$ cat src/rtl/fsr_pkg.sv
package fsr_pkg;

    // Number of fractional guard levels between "nothing" and "everything".
    localparam int LVL_N = 6;

    typedef enum logic [2:0] {
        OP_NONE,
        OP_SETWE,
        OP_CLRWE,
        OP_SRWR,
        OP_PROG,
        OP_SECT,
        OP_BULK
    } op_e;

    // Non-volatile part of the status byte.
    typedef struct packed {
        logic       lock;
        logic [2:0] lvl;
    } nv_t;

    // Volatile control state.
    typedef struct packed {
        logic wlatch;
        logic grant;
        logic deny;
    } ctl_t;

endpackage

$ cat src/rtl/fsr_cmd_sel.sv
module fsr_cmd_sel
    import fsr_pkg::*;
(
    input  logic cmd_setwe,
    input  logic cmd_clrwe,
    input  logic cmd_srwr,
    input  logic cmd_prog,
    input  logic cmd_sect,
    input  logic cmd_bulk,
    output op_e  op
);

    // Fixed precedence: modifying requests first, then latch commands.
    always_comb begin
        op = OP_NONE;
        if (cmd_srwr)       op = OP_SRWR;
        else if (cmd_prog)  op = OP_PROG;
        else if (cmd_sect)  op = OP_SECT;
        else if (cmd_bulk)  op = OP_BULK;
        else if (cmd_setwe) op = OP_SETWE;
        else if (cmd_clrwe) op = OP_CLRWE;
    end

endmodule

$ cat src/rtl/fsr_prot_map.sv
module fsr_prot_map #(
    parameter int TOPB = 6
) (
    input  logic [2:0]      lvl,
    input  logic [TOPB-1:0] top_bits,
    output logic            hit
);

    localparam int CODES = 8;

    logic [CODES-1:0] hit_vec;

    assign hit_vec[0]       = 1'b0;
    assign hit_vec[CODES-1] = 1'b1;

    // Level g fences the top 2^-(TOPB+1-g) of the array: the address is
    // inside when its upper TOPB+1-g bits are all ones.
    for (genvar g = 1; g <= TOPB; g++) begin : g_lvl
        localparam int K = TOPB + 1 - g;
        assign hit_vec[g] = &top_bits[TOPB-1 -: K];
    end

    assign hit = hit_vec[lvl];

endmodule

$ cat src/rtl/fsr_nv_store.sv
module fsr_nv_store
    import fsr_pkg::*;
(
    input  logic clk,
    input  logic por_n,
    input  logic wr_en,
    input  nv_t  wr_val,
    output nv_t  nv_q
);

    nv_t nv_d;

    always_comb begin
        nv_d = nv_q;
        if (wr_en) nv_d = wr_val;
    end

    always_ff @(posedge clk) begin
        if (!por_n) nv_q <= '0;
        else        nv_q <= nv_d;
    end

endmodule

$ cat src/rtl/fsr_guard.sv
module fsr_guard
    import fsr_pkg::*;
#(
    parameter int ADDR_W = 19,
    parameter int SECT_W = 16
) (
    input  logic              clk,
    input  logic              rst_n,
    input  logic              por_n,
    input  logic              prot_pin_n,
    input  logic              busy_i,
    input  logic              cmd_setwe,
    input  logic              cmd_clrwe,
    input  logic              cmd_srwr,
    input  logic [7:0]        srwr_data,
    input  logic              cmd_prog,
    input  logic              cmd_sect,
    input  logic              cmd_bulk,
    input  logic [ADDR_W-1:0] req_addr,
    output logic [7:0]        status_o,
    output logic              wlatch_o,
    output logic              grant_o,
    output logic              deny_o
);

    localparam int TOPB = LVL_N;

    // Bits of the top TOPB address bits that lie inside one sector.
    function automatic logic [TOPB-1:0] sect_top_mask();
        logic [TOPB-1:0] m;
        for (int i = 0; i < TOPB; i++) begin
            m[i] = ((ADDR_W - TOPB + i) < SECT_W);
        end
        return m;
    endfunction

    localparam logic [TOPB-1:0] SECT_TOP_MASK = sect_top_mask();

    op_e             op;
    nv_t             nv_q;
    nv_t             nv_wval;
    logic            nv_we;
    ctl_t            ctl_d, ctl_q;
    logic [TOPB-1:0] top_bits;
    logic            hit;
    logic            hw_lock;
    logic            is_mod;
    logic            allow;
    logic            unused_ok;

    fsr_cmd_sel u_sel (
        .cmd_setwe (cmd_setwe),
        .cmd_clrwe (cmd_clrwe),
        .cmd_srwr  (cmd_srwr),
        .cmd_prog  (cmd_prog),
        .cmd_sect  (cmd_sect),
        .cmd_bulk  (cmd_bulk),
        .op        (op)
    );

    // Sector erase probes the highest byte of its sector: protection is an
    // upper range, so that byte is fenced whenever any byte is.
    assign top_bits = req_addr[ADDR_W-1 -: TOPB]
                    | ((op == OP_SECT) ? SECT_TOP_MASK : '0);

    fsr_prot_map #(.TOPB(TOPB)) u_map (
        .lvl      (nv_q.lvl),
        .top_bits (top_bits),
        .hit      (hit)
    );

    fsr_nv_store u_nv (
        .clk    (clk),
        .por_n  (por_n),
        .wr_en  (nv_we),
        .wr_val (nv_wval),
        .nv_q   (nv_q)
    );

    assign hw_lock   = nv_q.lock && !prot_pin_n;
    assign nv_wval   = '{lock: srwr_data[7], lvl: srwr_data[4:2]};
    assign unused_ok = ^{srwr_data[6:5], srwr_data[1:0], req_addr[ADDR_W-TOPB-1:0]};

    always_comb begin
        ctl_d       = ctl_q;
        ctl_d.grant = 1'b0;
        ctl_d.deny  = 1'b0;
        nv_we       = 1'b0;
        is_mod      = (op == OP_SRWR) || (op == OP_PROG)
                   || (op == OP_SECT) || (op == OP_BULK);
        allow       = ctl_q.wlatch && !busy_i;
        case (op)
            OP_SRWR:          allow = allow && !hw_lock;
            OP_PROG, OP_SECT: allow = allow && !hit;
            OP_BULK:          allow = allow && (nv_q.lvl == 3'd0);
            default:          ;
        endcase
        if (is_mod) begin
            if (allow) begin
                ctl_d.grant  = 1'b1;
                ctl_d.wlatch = 1'b0;
                nv_we        = (op == OP_SRWR);
            end else begin
                ctl_d.deny   = 1'b1;
            end
        end else if (op == OP_SETWE) begin
            ctl_d.wlatch = 1'b1;
        end else if (op == OP_CLRWE) begin
            ctl_d.wlatch = 1'b0;
        end
        if (!rst_n) begin
            ctl_d = '0;
            nv_we = 1'b0;
        end
    end

    always_ff @(posedge clk) begin
        if (!por_n) ctl_q <= '0;
        else        ctl_q <= ctl_d;
    end

    assign status_o = {nv_q.lock, 2'b00, nv_q.lvl, ctl_q.wlatch, busy_i};
    assign wlatch_o = ctl_q.wlatch;
    assign grant_o  = ctl_q.grant;
    assign deny_o   = ctl_q.deny;


    latch_set_chk: assert property (@(posedge clk) disable iff (!rst_n || !por_n)
        (op == OP_SETWE) |=> wlatch_o);


    no_latch_deny_chk: assert property (@(posedge clk) disable iff (!rst_n || !por_n)
        (is_mod && (!wlatch_o || busy_i)) |=> (deny_o && $stable(wlatch_o)));


    hw_lock_hold_chk: assert property (@(posedge clk) disable iff (!rst_n || !por_n)
        ((op == OP_SRWR) && hw_lock) |=> ($stable(nv_q) && deny_o));


    bulk_guard_chk: assert property (@(posedge clk) disable iff (!rst_n || !por_n)
        ((op == OP_BULK) && (nv_q.lvl != 3'd0)) |=> deny_o);


    warm_reset_keep_chk: assert property (@(posedge clk) disable iff (!por_n)
        !rst_n |=> ($stable(nv_q) && !wlatch_o && !grant_o && !deny_o));


    one_answer_chk: assert property (@(posedge clk) disable iff (!rst_n || !por_n)
        is_mod |=> (grant_o != deny_o));


    quiet_chk: assert property (@(posedge clk) disable iff (!rst_n || !por_n)
        !is_mod |=> (!grant_o && !deny_o));

endmodule

$ cat config.mk
export PLATFORM = sky130hd
export DESIGN_NAME = fsr_guard
export DESIGN_NICKNAME = d
export VERILOG_FILES = /design/src/rtl/fsr_pkg.sv /design/src/rtl/fsr_cmd_sel.sv /design/src/rtl/fsr_prot_map.sv /design/src/rtl/fsr_nv_store.sv /design/src/rtl/fsr_guard.sv
export SDC_FILE = /design/constraint.sdc
export NUM_CORES = 1
export LEC_CHECK = 0
export BUFFER_PORTS_ARGS = -buffer_cell sky130_fd_sc_hd__buf_2
export CORE_AREA = 2 2 39 41
export CTS_BUF_LIST = sky130_fd_sc_hd__clkbuf_8
export CTS_CLUSTER_SIZE = 12
export DETAILED_ROUTE_END_ITERATION = 7
export DIE_AREA = 0 0 41 43
export PLACE_DENSITY_LB_ADDON = 0.15
export SYNTH_ARGS = -nofsm -noshare
export SYNTH_HDL_FRONTEND = slang
export SYNTH_SLANG_ARGS = --single-unit
$ cat constraint.sdc
create_clock -name clk -period 4.4 [get_ports clk]
set_clock_uncertainty 0.15 [all_clocks]
set_input_delay 0.88 -clock clk [delete_from_list [all_inputs] [get_ports clk]]
set_output_delay 0.88 -clock clk [all_outputs]
set_load 0.05 [all_outputs]
==> impl_results.md <==
- Vias in the first global route: 403
- Worst min path class: register to register
- R2R Setup Slk: 2.81 ns
- Most common cell in the netlist: dfxtp_1
- ANT cells: 0
- Final HPWL DP: 855 um
- CTS Hold Bufs: 0
- DR DRC count: 0
- Die X-Extent: 41 um
- Sequential share of power: 0.361
- HP Start: wlatch_o$_SDFFE_PN0P_
- Post-synth top area share: 0.318
- Pin count of the biggest net entering global routing: 8
- Worst ir drop on vdd: 0.143 mV
- Distinct cells, synth: 23
- Post_cts resized: 0
- Full die area: 1760 sq um
- Global-route wire length before repair: 1550 um
- Overall Power: 0.179 mW
- Worst-path fanout max: 3
- Final WS setup: 2.14 ns
- Drt first pass iters: 3
- Internal power: 0.135 mW
- Rows: 14
- Ys flop type: dfxtp_1
- Switching pwr: 0.0441 mW
- Crit start category: primary input
- Sw frac: 0.247
- Period utilization: 0.514
- Final Max Tran Viols: 0
- RSZ-0062 raised after global routing: false
- Post-synth EDFFs: 0
- Reg2reg start: u_nv.nv_q[1]$_SDFFE_PN0P_
- GRT overflow: 0
- Clk sinks: 7
- Worst R2R End: wlatch_o$_SDFFE_PN0P_
- Fillcell total: 152
- Min-Delay Endpoint: wlatch_o$_SDFFE_PN0P_
- Initial antenna violation count: 0
- Clk network pwr share: 0.493
- Final net count: 121
- H-tree levels: 1
- Fin util: 0.451
- Pwr Density: 287 nW/um^2
- Gate Count Post-Synth: 52
- Fin. Hold Viols: 0
- Asr flop ratio synth: 0
- Most frequent cells after synthesis: dfxtp_1 (7), nor2b_1 (6), buf_4 (4), mux2i_1 (4), nor2_1 (4)
- CTS Buf Count: 3
- Via count: 474
- Combinational power share: 0.147
- Slowest-stage cell, CP: buf_2
- Highest Clock Rate: 0.442 GHz
- Clk root buf: clkbuf_8
- Post-synthesis sequential area ratio: 0.318
- Worst setup EP type: output pin
- Finish-stage setup viols: 0
- Arrival @ worst endpoint: 1.23 ns
- Routed len/inst: 10.4 um
- Final wirelength: 1020 um
- Post-CTS Setup Inserts: 0
- Placer's final routability congestion estimate: 0.733
- Slowest stage delay, CP: 0.25 ns
- Crit path required time: 3.37 ns
- Mean Syn Cell Area: 8.47 sq um
- Total of warnings raised by yosys: 0
- Final TNS setup: 0 ns
- Starting density of the core: 0.318
- Clk Latency, worst-skew pair: 0.23 ns
- Vias per inst: 4.84
- Final min period: 2.26 ns
- Clock buffer depth: 2
- CP dominant cell by count: buf_2
- Io pins: 49
- Initial DRC count: 10
- Post-Syn Area: 440 sq um
- Status: completed
- Die Ht: 43 um
- FF+latch count, synth: 7
- Critical path's top delay family: buffers and inverters
- Share of layout cells above drive strength 1: 0.402
- Buf+Inv Stages, Crit Path: 2
- Area contributors post-synth: dfxtp_1 (32%), mux2i_1 (9.1%), nor2b_1 (8.5%), buf_4 (6.8%), o21a_1 (5.1%)
- Critical path class: primary input to output pin
- CP cell instances: buf_2 > buf_2
- Routed Antenna Nets: 0
- Max-cap violation count: 0
- Placeable Area: 1380 sq um
- Hold depth: 2
- IO Port Bufs: 29
- Area grow syn2layout: 41.8%
- Cell taking the most area after synthesis: dfxtp_1
- TritonCTS clock tree: done
- Placement Setup Slack: 2.13 ns
- R2R cell count: 5
- Overall routing resource usage: 0.132
- Leakage: 0.323 nW
- Clk pin slew, worst setup/hold paths: 0.04 ns
[layout by cell type, fill, tap and decap left out, types with 2 or more instances in the layout]
master     n
dfxtp_1    7
conb_1     2
o211ai_1   2
o21a_1     3
buf_2     29
inv_1      2
nand2_1    2
a21oi_1    3
clkbuf_8   3
nor2_1     4
nor4_1     2
nor2b_1    6
mux2i_1    4
nand3_1    3
[worst max-delay path by stage]
stage	slack (ns)	depth (start not counted)	to	from
after floorplan	2.32	1	status_o[0]	busy_i
after global placement	2.13	2	status_o[0]	busy_i
after detailed placement	2.13	2	status_o[0]	busy_i
after CTS	2.13	2	status_o[0]	busy_i
after global routing	2.12	2	status_o[0]	busy_i
final	2.14	2	status_o[0]	busy_i
[routing by layer]
metal	track usage	share of wire	vias to the layer above
li1	-	-	248
met1	0.165	0.45	199
met2	0.194	0.41	24
met3	0.0314	0.11	3
met4	0.0800	0.027	0
met5	0	0	-
[worst reg2reg max path, stage by stage (launching register included)]
cell and delay (ns):
dfxtp_1 0.35, or4b_1 0.51, a21oi_1 0.15, o31ai_1 0.10
o41ai_2 0.09, o21ai_0 0.12
[cell type report]
class	instances	area [sq um]	share of cell area
multi-input cells	41	270	0.433
repair buffers	29	145	0.232
flip-flops and latches	7	140	0.224
clock buffers	3	41.3	0.0661
well taps	16	20.0	0.0321
clock inverters	1	3.75	0.00601
inverters	1	3.75	0.00601
[registers in the layout, summed over array words and instances, names as in the netlist]
register and flops:
deny_o 1, grant_o 1, u_nv.nv_q 4, wlatch_o 1
[power groups by stage]
stage | Clock (mW) | Combinational [mW] | Sequential [mW]
after global routing | 0.0961 | 0.0289 | 0.0645
after detailed placement | 0 | 0.0264 | 0.0656
after floorplan | 0 | 0.0133 | 0.0676
after CTS | 0.0916 | 0.0265 | 0.0646
after global placement | 0 | 0.0263 | 0.0655
final | 0.0882 | 0.0263 | 0.0646
[kinds of logic (layout without fill, tap and decap cells)]
logic type,after synthesis,count (layout),share of synthesized area
and+or+nand+nor,21,21,0.270
AOI/OAI and AO/OA,14,14,0.236
DFF,7,7,0.318
buffers and inverters,5,34,0.0767
muxes,4,4,0.0909
other,1,2,0.00851
[per-stage QoR]
stage	hold slack (ns)	instance area [sq um]	std cells
2_1_floorplan	0.581	444	53
3_3_place_gp	0.380	579	94
3_5_place_dp	0.378	579	94
4_1_cts	0.390	624	98
5_1_grt	0.436	624	98
6_report	0.386	624	98
Note: power is estimated with default switching activity, not from simulation.
